===== src/rtl/adcbuf_pkg.sv =====
package adcbuf_pkg;
   typedef enum logic [1:0] {
      KIND_POS  = 2'd0,
      KIND_NEG  = 2'd1,
      KIND_DIFF = 2'd2,
      KIND_RSVD = 2'd3
   } in_kind_e;

   localparam int unsigned NPATH = 2;
   localparam int unsigned PATH_DS = 0;
   localparam int unsigned PATH_DF = 1;
endpackage


===== src/rtl/adcbuf_polarity.sv =====
module adcbuf_polarity
   import adcbuf_pkg::*;
#(
   parameter int unsigned DATA_W = 12
) (
   input  logic [DATA_W-1:0] raw,
   input  logic [1:0]        kind,
   input  logic              inv_neg,
   input  logic              inv_diff,
   output logic [DATA_W-1:0] adj
);
   logic flip;

   always_comb begin
      unique case (in_kind_e'(kind))
         KIND_NEG:  flip = inv_neg;
         KIND_DIFF: flip = inv_diff;
         default:   flip = 1'b0;
      endcase
      adj = flip ? ~raw : raw;
   end
endmodule


===== src/rtl/adcbuf_slot.sv =====
module adcbuf_slot #(
   parameter int unsigned DATA_W = 12
) (
   input  logic              clk,
   input  logic              rst_n,
   input  logic              replace,
   input  logic              dma_en,
   input  logic              stb,
   input  logic [DATA_W-1:0] word,
   input  logic              ack,
   input  logic              ovr_clr,
   output logic [DATA_W-1:0] q,
   output logic              valid,
   output logic              ovr,
   output logic              dma_req
);
   logic do_store;
   logic collide;

   assign collide  = stb & valid & ~ack;
   assign do_store = stb & (~valid | ack | replace);

   always_ff @(posedge clk or negedge rst_n) begin
      if (!rst_n) begin
         q       <= '0;
         valid   <= 1'b0;
         ovr     <= 1'b0;
         dma_req <= 1'b0;
      end else begin
         if (do_store) begin
            q       <= word;
            valid   <= 1'b1;
            dma_req <= dma_en;
         end else if (ack) begin
            valid   <= 1'b0;
            dma_req <= 1'b0;
         end
         if (collide)
            ovr <= 1'b1;
         else if (ovr_clr)
            ovr <= 1'b0;
      end
   end
endmodule


===== src/rtl/adc_result_buffer.sv =====
module adc_result_buffer
   import adcbuf_pkg::*;
#(
   parameter int unsigned DATA_W = 12
) (
   input  logic              clk,
   input  logic              rst_n,
   input  logic              cfg_inv_neg,
   input  logic              cfg_inv_diff,
   input  logic              ds_replace,
   input  logic              ds_dma_en,
   input  logic              ds_stb,
   input  logic [DATA_W-1:0] ds_data,
   input  logic [1:0]        ds_kind,
   input  logic              ds_ack,
   input  logic              ds_ovr_clr,
   output logic [DATA_W-1:0] ds_q,
   output logic              ds_valid,
   output logic              ds_ovr,
   output logic              ds_dma_req,
   input  logic              df_replace,
   input  logic              df_dma_en,
   input  logic              df_stb,
   input  logic [DATA_W-1:0] df_data,
   input  logic [1:0]        df_kind,
   input  logic              df_ack,
   input  logic              df_ovr_clr,
   output logic [DATA_W-1:0] df_q,
   output logic              df_valid,
   output logic              df_ovr,
   output logic              df_dma_req
);
   generate
      if (DATA_W < 2 || DATA_W > 32) begin : g_bad_width
         $error("adc_result_buffer: DATA_W must lie in 2..32");
      end
   endgenerate

   logic [NPATH-1:0]             p_replace, p_dma_en, p_stb, p_ack, p_clr;
   logic [NPATH-1:0][DATA_W-1:0] p_data, p_adj, p_q;
   logic [NPATH-1:0][1:0]        p_kind;
   logic [NPATH-1:0]             p_valid, p_ovr, p_dma;

   assign p_replace = {df_replace, ds_replace};
   assign p_dma_en  = {df_dma_en,  ds_dma_en};
   assign p_stb     = {df_stb,     ds_stb};
   assign p_ack     = {df_ack,     ds_ack};
   assign p_clr     = {df_ovr_clr, ds_ovr_clr};
   assign p_data    = {df_data,    ds_data};
   assign p_kind    = {df_kind,    ds_kind};

   for (genvar p = 0; p < NPATH; p++) begin : g_path
      adcbuf_polarity #(.DATA_W(DATA_W)) u_pol (
         .raw      (p_data[p]),
         .kind     (p_kind[p]),
         .inv_neg  (cfg_inv_neg),
         .inv_diff (cfg_inv_diff),
         .adj      (p_adj[p])
      );
      adcbuf_slot #(.DATA_W(DATA_W)) u_slot (
         .clk      (clk),
         .rst_n    (rst_n),
         .replace  (p_replace[p]),
         .dma_en   (p_dma_en[p]),
         .stb      (p_stb[p]),
         .word     (p_adj[p]),
         .ack      (p_ack[p]),
         .ovr_clr  (p_clr[p]),
         .q        (p_q[p]),
         .valid    (p_valid[p]),
         .ovr      (p_ovr[p]),
         .dma_req  (p_dma[p])
      );
   end

   assign ds_q       = p_q[PATH_DS];
   assign ds_valid   = p_valid[PATH_DS];
   assign ds_ovr     = p_ovr[PATH_DS];
   assign ds_dma_req = p_dma[PATH_DS];
   assign df_q       = p_q[PATH_DF];
   assign df_valid   = p_valid[PATH_DF];
   assign df_ovr     = p_ovr[PATH_DF];
   assign df_dma_req = p_dma[PATH_DF];
endmodule


===== config.mk =====
export PLATFORM = sky130hd
export DESIGN_NAME = adc_result_buffer
export DESIGN_NICKNAME = d
export VERILOG_FILES = /design/src/rtl/adcbuf_pkg.sv /design/src/rtl/adcbuf_polarity.sv /design/src/rtl/adcbuf_slot.sv /design/src/rtl/adc_result_buffer.sv
export SDC_FILE = /design/constraint.sdc
export NUM_CORES = 1
export LEC_CHECK = 0
export BUFFER_PORTS_ARGS = -buffer_cell sky130_fd_sc_hd__buf_2
export CAP_MARGIN = 10
export CORE_ASPECT_RATIO = 2
export CORE_MARGIN = 8
export CORE_UTILIZATION = 43
export DETAILED_ROUTE_END_ITERATION = 16
export GPL_TIMING_DRIVEN = 0
export PLACE_DENSITY = 0.82
export SYNTH_ARGS = -nofsm -noshare
export SYNTH_HDL_FRONTEND = slang
export SYNTH_HIERARCHICAL = 1
export SYNTH_SLANG_ARGS = --single-unit

===== constraint.sdc =====
create_clock -name clk -period 1.4 [get_ports clk]
set_input_delay 0.07 -clock clk [delete_from_list [all_inputs] [get_ports clk]]
set_output_delay 0.07 -clock clk [all_outputs]
set_load 0.01 [all_outputs]

# After elaboration in Yosys (flattened, before gate mapping)

Cells that the tools add are included.

Bits in registers: 30
Input port bits: 42
Output and inout port bits: 30
Logic and storage cells: 46

Equality and inequality tests: 4
Multiplexer cells: 14
Bitwise operators: 16
Reductions and logical operators: 4

Operators by type and width:

| cell                                          | count |
|---|---|
| 2-to-1 mux 12 bit                             | 2 |
| inverter 12 bit                               | 2 |
| 2-to-1 mux 1 bit                              | 10 |
| nonzero test 2 bit                            | 4 |
| bitwise AND 1 bit                             | 6 |
| == test 2 x 1 -> 1 bit, second input constant | 2 |
| == test 2 bit, second input constant          | 2 |
| inverter 1 bit                                | 4 |
| bitwise OR 1 bit                              | 4 |
| case mux 1 bit (2 select lines)               | 2 |

# Depth between registers and ports, before layout

Depth in word-level cells: 5
Gate-level depth with buffers: 7
Gate-level depth less buffers: 6

# Cells and area by module

Netlist, hierarchy kept.

Modules (own cells, without submodules):

| module          | times used | cells an instance | area each (µm²) | seq. area each (µm²) |
|---|---|---|---|---|
| adcbuf_slot     | 2          | 38                | 634.4           | 375.4 |
| adcbuf_polarity | 2          | 19                | 203.9           | 0.0 |

# Worst setup path before layout

No wires, ideal clock.

Path kind: reg2reg
From: reg g_path[0].u_slot.valid
To: reg g_path[0].u_slot.q[0]
Library setup time: 0.125 ns
Arrival: 1.342 ns
Required time: 1.275 ns
Setup slack: -0.067 ns
Stages on the path, launching flop included: 5
Buffers on the path: 1
Clock period less this slack: 1.467 ns
Cells stage by stage: dfrtp_1 -> or3b_1 -> nand2_2 -> buf_12 -> mux2_4

Cells in the longest elaborated chain, start to end: 4

RTL lines:

| item                           | RTL line          | source |
|---|---|---|
| start, declared                | adcbuf_slot.sv:13 | `output logic valid,` |
| start signal, assigned         | adcbuf_slot.sv:26 | `valid <= 1'b0;` |
| start signal, assigned         | adcbuf_slot.sv:32 | `valid <= 1'b1;` |
| start signal, assigned         | adcbuf_slot.sv:35 | `valid <= 1'b0;` |
| inverter 1 bit                 | adcbuf_slot.sv:21 | `assign do_store = stb & (~valid \| ack \| replace);` |
| bitwise OR 1 bit (2 in series) | adcbuf_slot.sv:21 |  |
| bitwise AND 1 bit              | adcbuf_slot.sv:21 |  |
| end signal, assigned           | adcbuf_slot.sv:31 | `q <= word;` |
| end, declared                  | adcbuf_slot.sv:12 | `output logic [DATA_W-1:0] q,` |

No other way between the ends.
A chain may end at the register's enable or synchronous reset.

# Final worst setup path

From: reg g_path[1].u_slot.valid
To: reg g_path[1].u_slot.q[6]

Cells in the longest elaborated chain, start to end: 4

RTL lines:

| item                           | RTL line |
|---|---|
| start, declared                | adcbuf_slot.sv:13 |
| start signal, assigned         | adcbuf_slot.sv:26 |
| start signal, assigned         | adcbuf_slot.sv:32 |
| start signal, assigned         | adcbuf_slot.sv:35 |
| inverter 1 bit                 | adcbuf_slot.sv:21 |
| bitwise OR 1 bit (2 in series) | adcbuf_slot.sv:21 |
| bitwise AND 1 bit              | adcbuf_slot.sv:21 |
| end signal, assigned           | adcbuf_slot.sv:31 |
| end, declared                  | adcbuf_slot.sv:12 |

No other way between the ends.

==> flow_summary_export.csv <==
group,metric,value,unit
final_layout,mostFrequentLayoutCell,"buf_2",
worst_setup_path,r2r_end,"g_path[1].u_slot/q[6]$_DFFE_PN0P_",
worst_setup_path,crit_path_start,"g_path[1].u_slot/valid$_DFFE_PN0P_",
timing,timing.slew.headroom,0.549,
job,cap_violations,0,
drt,drcViolationCount,0,
global_routing,grt_first_pass_wirelength,5980,microns
status,violations,"negative setup slack",
timing,worst_slew_pin_slew,0.676,ns
clock_tree,clk_pin_slew,0.06,ns
drt,antenna_left,0,
clock_tree,cts_buffers,5,
final_layout,final_util,0.605,
floorplanning,start_util,0.441,
synthesis,synth_cells,114,
worst_setup_path,critPathLaunchType,"register",
drt,drt_wl_total,3610,microns
hold_path,hp-class,"in2reg",
synthesis,synth-seq-cells,30,
timing,post-route-worst-setup-slack,-0.0278,ns
synthesis,syn_area_per_cell,14.7,sq um
synthesis,ys_seq_area_frac,0.448,
timing,setup_violations,12,
drt,dr.pass1.iters,4,
drt,num_vias,1138,
placement,dp_cells,236,
synthesis,synth_cell_types,17,
timing,period_share,1.02,
worst_setup_path,critical_path.max_fanout,5,
drt,wl_per_cell,14.5,microns
floorplanning,ioPinCount,72,
pwr,p_per_area,1170,mW/mm^2
clock_tree,cts-root-buf,"clkbuf_8",
clock_tree,clock_sinks,30,
clock_tree,cts_tree,"yes",
timing,period_needed,1.43,ns
final_layout,final_area,0.00230,sq mm
synthesis,synth_top_area_share,0.448,
worst_setup_path,worst-setup-path-type,"reg2reg",
global_routing,grt_pass1_vias,1236,
worst_setup_path,cp-end-kind,"register",
timing,fmax,700,MHz
synthesis,syn_nets,160,
final_layout,area_delta_synth_final,37.2,%
final_layout,drive_gt1_frac,0.662,
drt,routed_via_density,4.57,
worst_setup_path,worstReg2RegStart,"g_path[1].u_slot/valid$_DFFE_PN0P_",
synthesis,synth_area_leader_cell,"dfrtp_1",
final_layout,fin_nets,244,
final_layout,final_cells,249,
timing,finalHoldViolations,0,
status,outcome,"complete, but fails checks",
drt,drt_iter0_drc,17,
synthesis,synth.area.top_cells,"dfrtp_1 (45%), mux2_4 (18%), xor2_1 (9.4%), xor2_2 (5.8%), buf_12 (4.8%)",
floorplanning,row_count,32,
timing,finClkSkew,0.00346,ns
worst_setup_path,rr_worst_depth,4,
placement,dp_hpwl,2780,microns
floorplanning,dieArea,0.00627,sq mm
final_layout,layout_common_cells,"buf_2 (71), dfrtp_1 (30), mux2_4 (22)",
pwr,power.leakage,1.24,nW
clock_tree,clock_latency,0.27,ns
global_routing,antenna_found_initial,0,
pwr,ir_worst_vdd,0.681,mV
worst_setup_path,reg2reg_slack,-0.03,ns
clock_tree,clock_path_buffers,2,
worst_setup_path,cp_data_arrival_time,1.59,ns
placement,portBuffers,71,
global_routing,grt_start_max_net_pins,31,
placement,place_congestion,0.719,
global_routing,grt.overflow.total,0,
clock_tree,htree_levels,2,
worst_setup_path,crit_end,"g_path[1].u_slot/q[6]$_DFFE_PN0P_",
floorplanning,core,0.00380,sq mm
timing,rsz0062_at_grt,"yes",
final_layout,n_antenna_cell,0,
floorplanning,dieHeight,104,microns
placement,dpl_cell_area,0.00210,sq mm
global_routing,track_usage,0.124,
timing,hold_ws,0.0749,ns
synthesis,synth_warnings,6,
synthesis,syn_area,0.00168,sq mm
worst_setup_path,critical_path_required,1.56,ns
floorplanning,die_w,60.2,microns
timing,maxSlewViolCount,0,
hold_path,hold_start,"df_ovr_clr",
-- how the worst min path moves through the flow --
stage,end,slack [ns],cells past startpoint
after floorplan,g_path[0].u_slot/dma_req$_DFFE_PN0P_,-0.23,0
after global placement,g_path[1].u_slot/q[4]$_DFFE_PN0P_,0.14,1
after detailed placement,g_path[1].u_slot/dma_req$_DFFE_PN0P_,0.15,1
after CTS,g_path[1].u_slot/valid$_DFFE_PN0P_,0.06,2
after global routing,g_path[0].u_slot/valid$_DFFE_PN0P_,0.09,2
final,g_path[1].u_slot/ovr$_DFFE_PN0P_,0.07,3
-- Yosys cell counts (all sizes together) --
cell type / instances
inv: 10
ha: 4
dfrtp: 30
buf: 4
mux2: 24
nor2: 2
o21ai: 2
nand2: 2
a21o: 2
xor2: 24
or3b: 2
a32o: 2
a31o: 2
a22oi: 2
and3: 2
-- where the power goes --
group          switching, mW  leakage [nW]  internal, mW
sequential            0.0736         0.353          1.01
combinational          0.317         0.827         0.429
clock                  0.298        0.0573         0.568
-- timing repair --
action / CTS / global route
endpoints found under the hold margin: 30 / 0
buffers inserted: 3 / 1
pin swaps: 1 / 1
hold buffers: 1 / 0
cloned: 0 / 1
resized for setup: 4 / 3
endpoints found under the setup margin: 20 / 22
-- through the flow --
stage | setup WS, ns | total power, mW | TNS (ns)
2_1_floorplan | -0.0585 | 1.52 | -1.17
3_3_place_gp | -0.0815 | 1.80 | -1.39
3_5_place_dp | -0.0975 | 1.82 | -1.82
4_1_cts | -0.0209 | 2.72 | -0.160
5_1_grt | -0.0640 | 2.84 | -1.04
6_report | -0.0278 | 2.70 | -0.156
-- critical path, cell delays in order (launching register included) --
cell and delay (ns):
dfrtp_1 0.36, or3b_4 0.40, nand2_4 0.11, clkbuf_16 0.16
mux2_4 0.29
-- metal layers --
metal	vias to the layer above	global-route usage	routed length (microns)	share of wire
li1	537	-	-	-
met1	551	0.128	1260	0.35
met2	43	0.208	1970	0.54
met3	7	0.0310	288	0.080
met4	0	0.0775	97	0.027
met5	-	0	0	0
-- registers in the layout, indices dropped and copies added, names as in the netlist --
name,flops
g_path.u_slot/q,24
g_path.u_slot/dma_req,2
g_path.u_slot/valid,2
g_path.u_slot/ovr,2
-- layout make-up --
cell class / instances / area (sq um)
clock inverter: 1 / 30.0
clock buffer: 6 / 82.6
fill: 334 / 1500
sequential: 30 / 751
inverter: 10 / 37.5
timing repair buffer: 77 / 424
buffer: 4 / 80.1
tap: 51 / 63.8
multi-input combinational: 70 / 831
-- kinds of logic (layout without fill, tap and decap cells) --
logic type / count (synthesis) / after routing / synth area share
flops: 30 / 30 / 0.448
mux: 24 / 24 / 0.206
compound gates: 10 / 10 / 0.0537
buf+inv: 14 / 98 / 0.0702
xor+xnor: 24 / 24 / 0.152
fa+ha+maj: 4 / 4 / 0.0299
simple gates: 8 / 8 / 0.0403
Power figures use the tool's default switching activity.
